<file path="config.mk">
export PLATFORM = sky130hd
export DESIGN_NAME = gpio_irq_ctrl
export DESIGN_NICKNAME = d
export VERILOG_FILES = /design/src/rtl/gpio_pkg.sv /design/src/rtl/gpio_sync.sv /design/src/rtl/gpio_detect.sv /design/src/rtl/gpio_irq_ctrl.sv
export SDC_FILE = /design/constraint.sdc
export NUM_CORES = 1
export LEC_CHECK = 0
export ABC_AREA = 1
export BUFFER_PORTS_ARGS = -buffer_cell sky130_fd_sc_hd__buf_2
export CAP_MARGIN = 30
export CELL_PAD_IN_SITES_DETAIL_PLACEMENT = 0
export CELL_PAD_IN_SITES_GLOBAL_PLACEMENT = 2
export CORE_MARGIN = 5
export CORE_UTILIZATION = 35
export CTS_CLUSTER_DIAMETER = 120
export DETAILED_ROUTE_END_ITERATION = 10
export PLACE_DENSITY = 0.88
export SLEW_MARGIN = 10
export SYNTH_ARGS = -nofsm -noshare
export SYNTH_HDL_FRONTEND = slang
export SYNTH_SLANG_ARGS = --single-unit
</file>
<file path="constraint.sdc">
create_clock -name clk -period 3.6 [get_ports clk]
set_input_delay 0.18 -clock clk [delete_from_list [all_inputs] [get_ports clk]]
set_output_delay 0.18 -clock clk [all_outputs]
set_load 0.005 [all_outputs]
</file>
<file path="src/rtl/gpio_pkg.sv">
package gpio_pkg;

    localparam int unsigned GPIO_W = 32;

    typedef enum logic [2:0] {
        SEL_DATA  = 3'd0,
        SEL_DIR   = 3'd1,
        SEL_PAD   = 3'd2,
        SEL_TRGLO = 3'd3,
        SEL_TRGHI = 3'd4,
        SEL_MASK  = 3'd5,
        SEL_STAT  = 3'd6,
        SEL_ANY   = 3'd7
    } reg_sel_e;

    typedef struct packed {
        logic edge_mode;  // 1 = edge, 0 = level
        logic pol;        // level: 1 high; edge: 1 falling
    } trig_cfg_t;

    typedef struct packed {
        logic     take;
        logic     wr;
        logic     rd;
        reg_sel_e sel;
    } bus_op_t;

    function automatic logic trig_event(trig_cfg_t c, logic any_edge,
                                        logic held, logic fresh, logic moved);
        if (any_edge)
            return moved;
        else if (c.edge_mode)
            return moved & (fresh ^ c.pol);
        else
            return ~(held ^ c.pol);
    endfunction

endpackage

</file>
<file path="src/rtl/gpio_sync.sv">
module gpio_sync #(
    parameter int unsigned W      = 32,
    parameter int unsigned STAGES = 2
) (
    input  logic         clk,
    input  logic         rst,
    input  logic [W-1:0] d,
    output logic [W-1:0] q
);
    logic [W-1:0] chain [STAGES];

    for (genvar s = 0; s < STAGES; s++) begin : g_stage
        always_ff @(posedge clk) begin
            if (rst)
                chain[s] <= '0;
            else if (s == 0)
                chain[s] <= d;
            else
                chain[s] <= chain[(s == 0) ? 0 : s - 1];
        end
    end

    assign q = chain[STAGES-1];
endmodule

</file>
<file path="src/rtl/gpio_detect.sv">
module gpio_detect
    import gpio_pkg::*;
#(
    parameter int unsigned W = 32
) (
    input  logic [2*W-1:0] trig,
    input  logic [W-1:0]   mask,
    input  logic [W-1:0]   any_edge,
    input  logic [W-1:0]   dir,
    input  logic [W-1:0]   held,
    input  logic [W-1:0]   fresh,
    output logic [W-1:0]   hit
);
    for (genvar i = 0; i < W; i++) begin : g_line
        trig_cfg_t cfg;
        logic      moved;
        assign cfg    = trig_cfg_t'(trig[2*i +: 2]);
        assign moved  = ~dir[i] & (fresh[i] ^ held[i]);
        assign hit[i] = mask[i] & trig_event(cfg, any_edge[i], held[i], fresh[i], moved);
    end
endmodule

</file>
<file path="src/rtl/gpio_irq_ctrl.sv">
module gpio_irq_ctrl
    import gpio_pkg::*;
#(
    parameter int unsigned ADDR_W       = 8,
    parameter bit          HAS_ANY_EDGE = 1'b1
) (
    input  logic              clk,
    input  logic              rst,
    input  logic              bus_req,
    input  logic              bus_we,
    input  logic [ADDR_W-1:0] bus_addr,
    input  logic [3:0]        bus_be,
    input  logic [31:0]       bus_wdata,
    output logic [31:0]       bus_rdata,
    output logic              bus_ack,
    input  logic [31:0]       pad_in,
    output logic [31:0]       pad_out,
    output logic [31:0]       pad_oe,
    output logic              irq
);
    localparam int unsigned W     = GPIO_W;
    localparam int unsigned WIN_B = 5;

    logic [W-1:0] data_q, dir_q, pad_q, trglo_q, trghi_q, mask_q, stat_q, any_q;
    logic [W-1:0] synced, hit, rd_val, clr;
    bus_op_t      op;

    gpio_sync #(.W(W), .STAGES(2)) u_sync (
        .clk (clk), .rst (rst), .d (pad_in), .q (synced)
    );

    gpio_detect #(.W(W)) u_detect (
        .trig     ({trghi_q, trglo_q}),
        .mask     (mask_q),
        .any_edge (any_q),
        .dir      (dir_q),
        .held     (pad_q),
        .fresh    (synced),
        .hit      (hit)
    );

    always_comb begin
        logic ok;
        ok      = (bus_addr[ADDR_W-1:WIN_B] == '0) && (bus_addr[1:0] == 2'b00)
                  && (bus_be == 4'hF);
        op.take = bus_req & ~bus_ack;
        op.sel  = reg_sel_e'(bus_addr[4:2]);
        op.wr   = op.take & ok & bus_we;
        op.rd   = op.take & ok & ~bus_we;
    end

    always_comb begin
        unique case (op.sel)
            SEL_DATA:  rd_val = (data_q & dir_q) | (pad_q & ~dir_q);
            SEL_DIR:   rd_val = dir_q;
            SEL_PAD:   rd_val = pad_q;
            SEL_TRGLO: rd_val = trglo_q;
            SEL_TRGHI: rd_val = trghi_q;
            SEL_MASK:  rd_val = mask_q;
            SEL_STAT:  rd_val = stat_q;
            SEL_ANY:   rd_val = any_q;
            default:   rd_val = '0;
        endcase
    end

    assign clr = (op.wr && op.sel == SEL_STAT) ? bus_wdata : '0;

    always_ff @(posedge clk) begin
        if (rst) begin
            data_q    <= '0;
            dir_q     <= '0;
            pad_q     <= '0;
            trglo_q   <= '0;
            trghi_q   <= '0;
            mask_q    <= '0;
            stat_q    <= '0;
            bus_ack   <= 1'b0;
            bus_rdata <= '0;
        end else begin
            bus_ack   <= op.take;
            bus_rdata <= op.rd ? rd_val : '0;
            pad_q     <= (pad_q & dir_q) | (synced & ~dir_q);
            stat_q    <= (stat_q & ~clr) | hit;
            if (op.wr) begin
                unique case (op.sel)
                    SEL_DATA:  data_q  <= bus_wdata;
                    SEL_DIR:   dir_q   <= bus_wdata;
                    SEL_TRGLO: trglo_q <= bus_wdata;
                    SEL_TRGHI: trghi_q <= bus_wdata;
                    SEL_MASK:  mask_q  <= bus_wdata;
                    default: ;
                endcase
            end
        end
    end

    if (HAS_ANY_EDGE) begin : g_any
        always_ff @(posedge clk) begin
            if (rst)
                any_q <= '0;
            else if (op.wr && op.sel == SEL_ANY)
                any_q <= bus_wdata;
        end
    end else begin : g_no_any
        assign any_q = '0;
    end

    assign pad_out = data_q;
    assign pad_oe  = dir_q;
    assign irq     = |stat_q;

    // acknowledge is a single pulse following an accepted request
    a_r1_ack_follows: assert property (@(posedge clk) disable iff (rst)
        (bus_req && !bus_ack) |=> bus_ack);
    a_r1_ack_pulse: assert property (@(posedge clk) disable iff (rst)
        bus_ack |=> !bus_ack);
    // status bits are sticky without a clear write
    a_r8_sticky: assert property (@(posedge clk) disable iff (rst)
        (clr == '0) |=> ((stat_q & $past(stat_q)) == $past(stat_q)));
    // a newly set status bit had its mask set
    a_r8_masked_only: assert property (@(posedge clk) disable iff (rst)
        1'b1 |=> ((stat_q & ~$past(stat_q) & ~$past(mask_q)) == '0));
    // pad status of output lines holds
    a_r3_out_hold: assert property (@(posedge clk) disable iff (rst)
        1'b1 |=> (((pad_q ^ $past(pad_q)) & $past(dir_q)) == '0));
endmodule

</file>
After elaboration in Yosys (flattened, before gate mapping)
Memories as Yosys holds them, arrays and structs flattened. Index checks and enable logic that the tools add are counted.

Flip-flop bits (word level): 289. Bits of input ports: 80. Latch bits: 0. Logic and storage cells: 379. Memory bits (read-only): 0. Memory bits (writable): 64. Output and inout port bits: 98. Memories: 1.

Memories: u_sync.chain (words 2, width 32, rd ports 2, clocked after memory_dff 0, write ports 2, RTL line gpio_sync.sv:10) `logic [W-1:0] chain [STAGES];`.

Muxes and demuxes: 71. Reduce and logical (&&, ||, !) cells: 14. $lt $le $gt $ge: 0. $mul: 0. Bitwise logic cells: 275. Shift-type cells: 0. Divide/modulo/power cells: 0. Equal/unequal tests: 8. $add $sub $neg: 0.

Operator list (number): one-hot mux 32 bit (8 select lines) (1); AND 32 bit (5); AND 1 bit (100); 2-to-1 mux 32 bit (3); bitwise OR 32 bit (3); XOR 1 bit (96); 2-to-1 mux 1 bit (67); inverter 1 bit (67); inverter 32 bit (2); OR reduction 32 bit (1); == test 3 bit, second input constant (4); AND reduction 2 bit (5); == test 3 x 2 -> 1 bit, second input constant (2); zero test 3 bit (2); == test 4 bit, second input constant (1); logical AND 1 bit (4); == test 3 x 1 -> 1 bit, second input constant (1); zero test 2 bit (1); bitwise OR 1 bit (2); OR reduction 2 bit (1).

Logic depth before layout (Yosys ltp)
Word-level depth: 10. Mapped depth: 10. Gate-level depth less buffers: 9.

Modules after synthesis
From an unflattened synthesis, not the netlist that was laid out.

Cells, all modules: 2477. Area, all modules: 16293.1 um2.

By module, submodules not included: gpio_irq_ctrl (area each 12290.5 um2, cells each 1734, sequential area each 5785.5 um2, instances 1); gpio_detect (area each 2162.1 um2, cells each 544, sequential area each 0.0 um2, instances 1); gpio_sync (area each 1840.5 um2, cells each 199, sequential area each 1281.2 um2, instances 1).

Worst setup path after synthesis
No wires, ideal clock.

Kind: register to register. Start point: register bus_ack. End point: register trglo_q[25]. Slack: 2210 ps. Arrival: 1254 ps. Clock period less this slack: 1390 ps. Required time: 3464 ps. Cell stages (with the launch flop): 9. Buffers on the path: 2. Path through: dfxtp_1 nor2_2 nand3_2 nor2_4 buf_8 nand3_4 clkbuf_1 nand2_1 a21oi_2.

Word-level cells in the longest chain between the ends: 5.

RTL lines: start: declaration (RTL line gpio_irq_ctrl.sv:15) `output logic bus_ack,`; start signal: assignment (RTL line gpio_irq_ctrl.sv:80) `bus_ack <= op.take;`; inverter 1 bit (RTL line gpio_irq_ctrl.sv:46) `op.take = bus_req & ~bus_ack;`; AND 1 bit (RTL line gpio_irq_ctrl.sv:46); AND 1 bit (2 in a row) (RTL line gpio_irq_ctrl.sv:48) `op.wr = op.take & ok & bus_we;`; AND reduction 2 bit (no line); end signal: assignment (RTL line gpio_irq_ctrl.sv:88) `SEL_TRGLO: trglo_q <= bus_wdata;`; end: declaration (RTL line gpio_irq_ctrl.sv:24) `logic [W-1:0] data_q, dir_q, pad_q, trglo_q, trghi_q, mask_q, stat_q, any_q;`.

No other way between the ends. A chain may end at the register's enable or synchronous reset.

Worst setup path after layout
Start point: register stat_q[29]. End point: output port irq.

Word-level cells in the longest chain between the ends: 1.

RTL lines: start: declaration (RTL line gpio_irq_ctrl.sv:24); start signal: assignment (RTL line gpio_irq_ctrl.sv:83) `stat_q <= (stat_q & ~clr) | hit;`; OR reduction 32 bit (RTL line gpio_irq_ctrl.sv:110) `assign irq = |stat_q;`; end: declaration (RTL line gpio_irq_ctrl.sv:19) `output logic irq`.

No other way between the ends.

==> summary.md <==
| Metric | Value |
|---|---|
| CTS Buf Count | 40 |
| Htree depth | 2 |
| TritonCTS clock tree | done |
| Antenna Cells | 0 |
| Routed wire length | 59400 microns |
| # resized after CTS | 0 |
| Worst skew pair latency | 0.56 ns |
| Final cell count without fillers | 2947 |
| Clock sinks | approximately 350 |
| Post-synth EDFFs | 0 |
| Synthesis-stage register bit count | between 300 and 400 |
| Crit-path max FO | 3 |
| Nets | between 2000 and 2500 |
| Final setup fails | 0 |
| Row Count | 76 |
| Placed insts | about 2800 |
| CP startpoint kind | register |
| DRT antenna net count | 0 |
| Max Freq | 367 MHz |
| Via density | 5.13 |
| Req. time, crit path | between 3 and 4 ns |
| Drt wl/cell | 20.2 microns |
| Status | completed |
| Main flop type after synthesis | dfxtp_1 |
| IO Count | approximately 180 |
| Initial antenna violation count | 1 |
| Post-Syn Area | 15200 sq um |
| LEAKAGE | 6.99 nW |
| Final hold vios | 0 |
| CP endpoint kind | primary output |
| Detailed Route Iter0 Violations | 1594 |
| DR vias | approximately 15000 |
| Rel. slew slack | 37.9% |
| Async set or reset register ratio after synthesis | 0% |
| Peak VDD IR | between 0.0003 and 0.0004 V |
| Clock buffer depth | 3 |
| Core ar. | 43000 sq um |
| Via count of the first global-routing pass | roughly 14000 |
| Register area share after synthesis | 46.6% |
| Total grt overflow | 0 |
| First-pass GRT wire length | just under 90000 microns |
| Drt first pass iters | 5 |
| P&R area growth vs syn | 21.0% |
| Reg clk slew, reported paths | around 0.06 ns |
| Minimum clock period | 2.72 ns |
| Power per Cell Area | about 460 nW/um^2 |
| Max-cap check violation count | 0 |
| Most common cell after layout, fill and taps aside | nand2_1 |
| Die Wd | roughly 220 microns |
| Syn_area_per_cell | 7.10 sq um |
| Hold crit path type | in -> reg |
| Post-DP HPWL | ~38000 microns |
| Worst-Margin Slew | a little over 0.9 ns |
| Synth cell types | 33 |
| Die area | about 48000 sq um |
| Final period utilization | around three quarters |
| CTS hold repair buffers | 65 |
| Starting Density | 35.3% |
| Chip height | around 220 microns |
| Syn Inst Count | approximately 2100 |
| CTS root buf | clkbuf_16 |
| Total Neg Setup Slack | 0 ns |
| Commonest non-fill, non-tap cells in the layout | nand2_1 (631), dfxtp_1 (353), a21oi_1 (328) |
| Gpl congestion | ~0.87 |
| Fin. max-slew vios | 0 |
| RSZ-0062 raised after global routing | false |
| Largest net degree at the start of global routing | roughly 150 |
| WS Path Type | reg -> out |
| Worst EP arrival | around 2.5 ns |
| DRC violations left | 0 |
| Tot GR Track Use | 24.2% |
| Layout cells sized above 1 | roughly an eighth |
| Clk_skew | about 0.015 ns |
| Fillers | around 4500 |
| Syn Nets | 2217 |
| Setup bufs post-CTS | 0 |
| Syn. warnings | 0 |
| IO buf count | between 150 and 200 |
final timing paths:
kind,start,endpoint,slack [ns],cells after the start
max,stat_q[29],irq,0.88,4
min,rst,u_sync.chain[0][2],0.05,2
max reg2reg,bus_ack,any_q[9],1.33,7
min reg2reg,u_sync.chain[0][12],u_sync.chain[1][12],0.40,2
state kept, by name, indices dropped and copies added, names as in the netlist, named ones only:
signal,cells
trglo_q,32
pad_oe,32
mask_q,32
any_q,32
bus_ack,1
bus_rdata,32
trghi_q,32
pad_out,32
stat_q,32
u_sync.chain,64
cell type report:
class / instances / area (sq um) / share of cell area (%)
timing repair buffer: 267 / 1750 / 9.56
inverter: 223 / 843 / 4.60
clock buffer: 60 / 1170 / 6.36
tap: 585 / 732 / 3.99
sequential: 353 / 7070 / 38.5
multi-input combinational: 1453 / 6690 / 36.5
clock inverter: 6 / 83.8 / 0.457
kinds of logic after synthesis:
family                    share of synthesized area (%)
buffers and inverters                              9.33
xor gates and xnor gates                           1.27
DFF                                                46.6
and+or+nand+nor                                    23.5
AOI/OAI and AO/OA                                  19.3
worst max-delay path: stages (launching register included):
cell	delay (ns)
dfxtp_1	0.33
nor4_1	0.70
nand4_1	0.37
or2_2	0.44
buf_2	0.14
where the power goes:
group	total [W]	switching, W	internal (W)
clock network	0.00402	0.00165	0.00237
registers	0.00398	0.0000271	0.00395
logic	0.000443	0.000299	0.000144
synth_stat cells (20+ instances only):
master	count	area, sq um
nand2_1	631	2370
dfxtp_1	353	7070
a21oi_1	328	1640
inv_1	207	777
o21ai_0	157	786
nor2_1	149	559
clkbuf_1	47	176
o22ai_1	39	244
nand4_1	35	219
buf_2	28	140
nand3_1	26	130
xnor2_1	22	193
a22oi_1	20	150
metrics by stage:
step | power (W) | utilization, % | area (sq um) | hold slack (ns) | setup slack [ns]
after floorplan | 0.00424 | - | 15200 | 0.287 | 2.21
after global placement | 0.00444 | 38.2 | 16400 | 0.383 | 1.21
after detailed placement | 0.00444 | 38.2 | 16400 | 0.389 | 1.31
after CTS | 0.00852 | 42.7 | 18300 | 0.0415 | 0.956
after global routing | 0.00871 | 42.7 | 18300 | 0.0807 | 0.880
final | 0.00844 | 42.7 | 18300 | 0.0533 | 0.878
metal layers:
metal  global-route usage [%]  routed length (microns)
met5                        0                       11
met2                     37.7                    26300
met4                     7.28                     1570
met3                     4.65                     5100
met1                     34.1                    26400
Note: power is estimated with default switching activity, not from simulation.
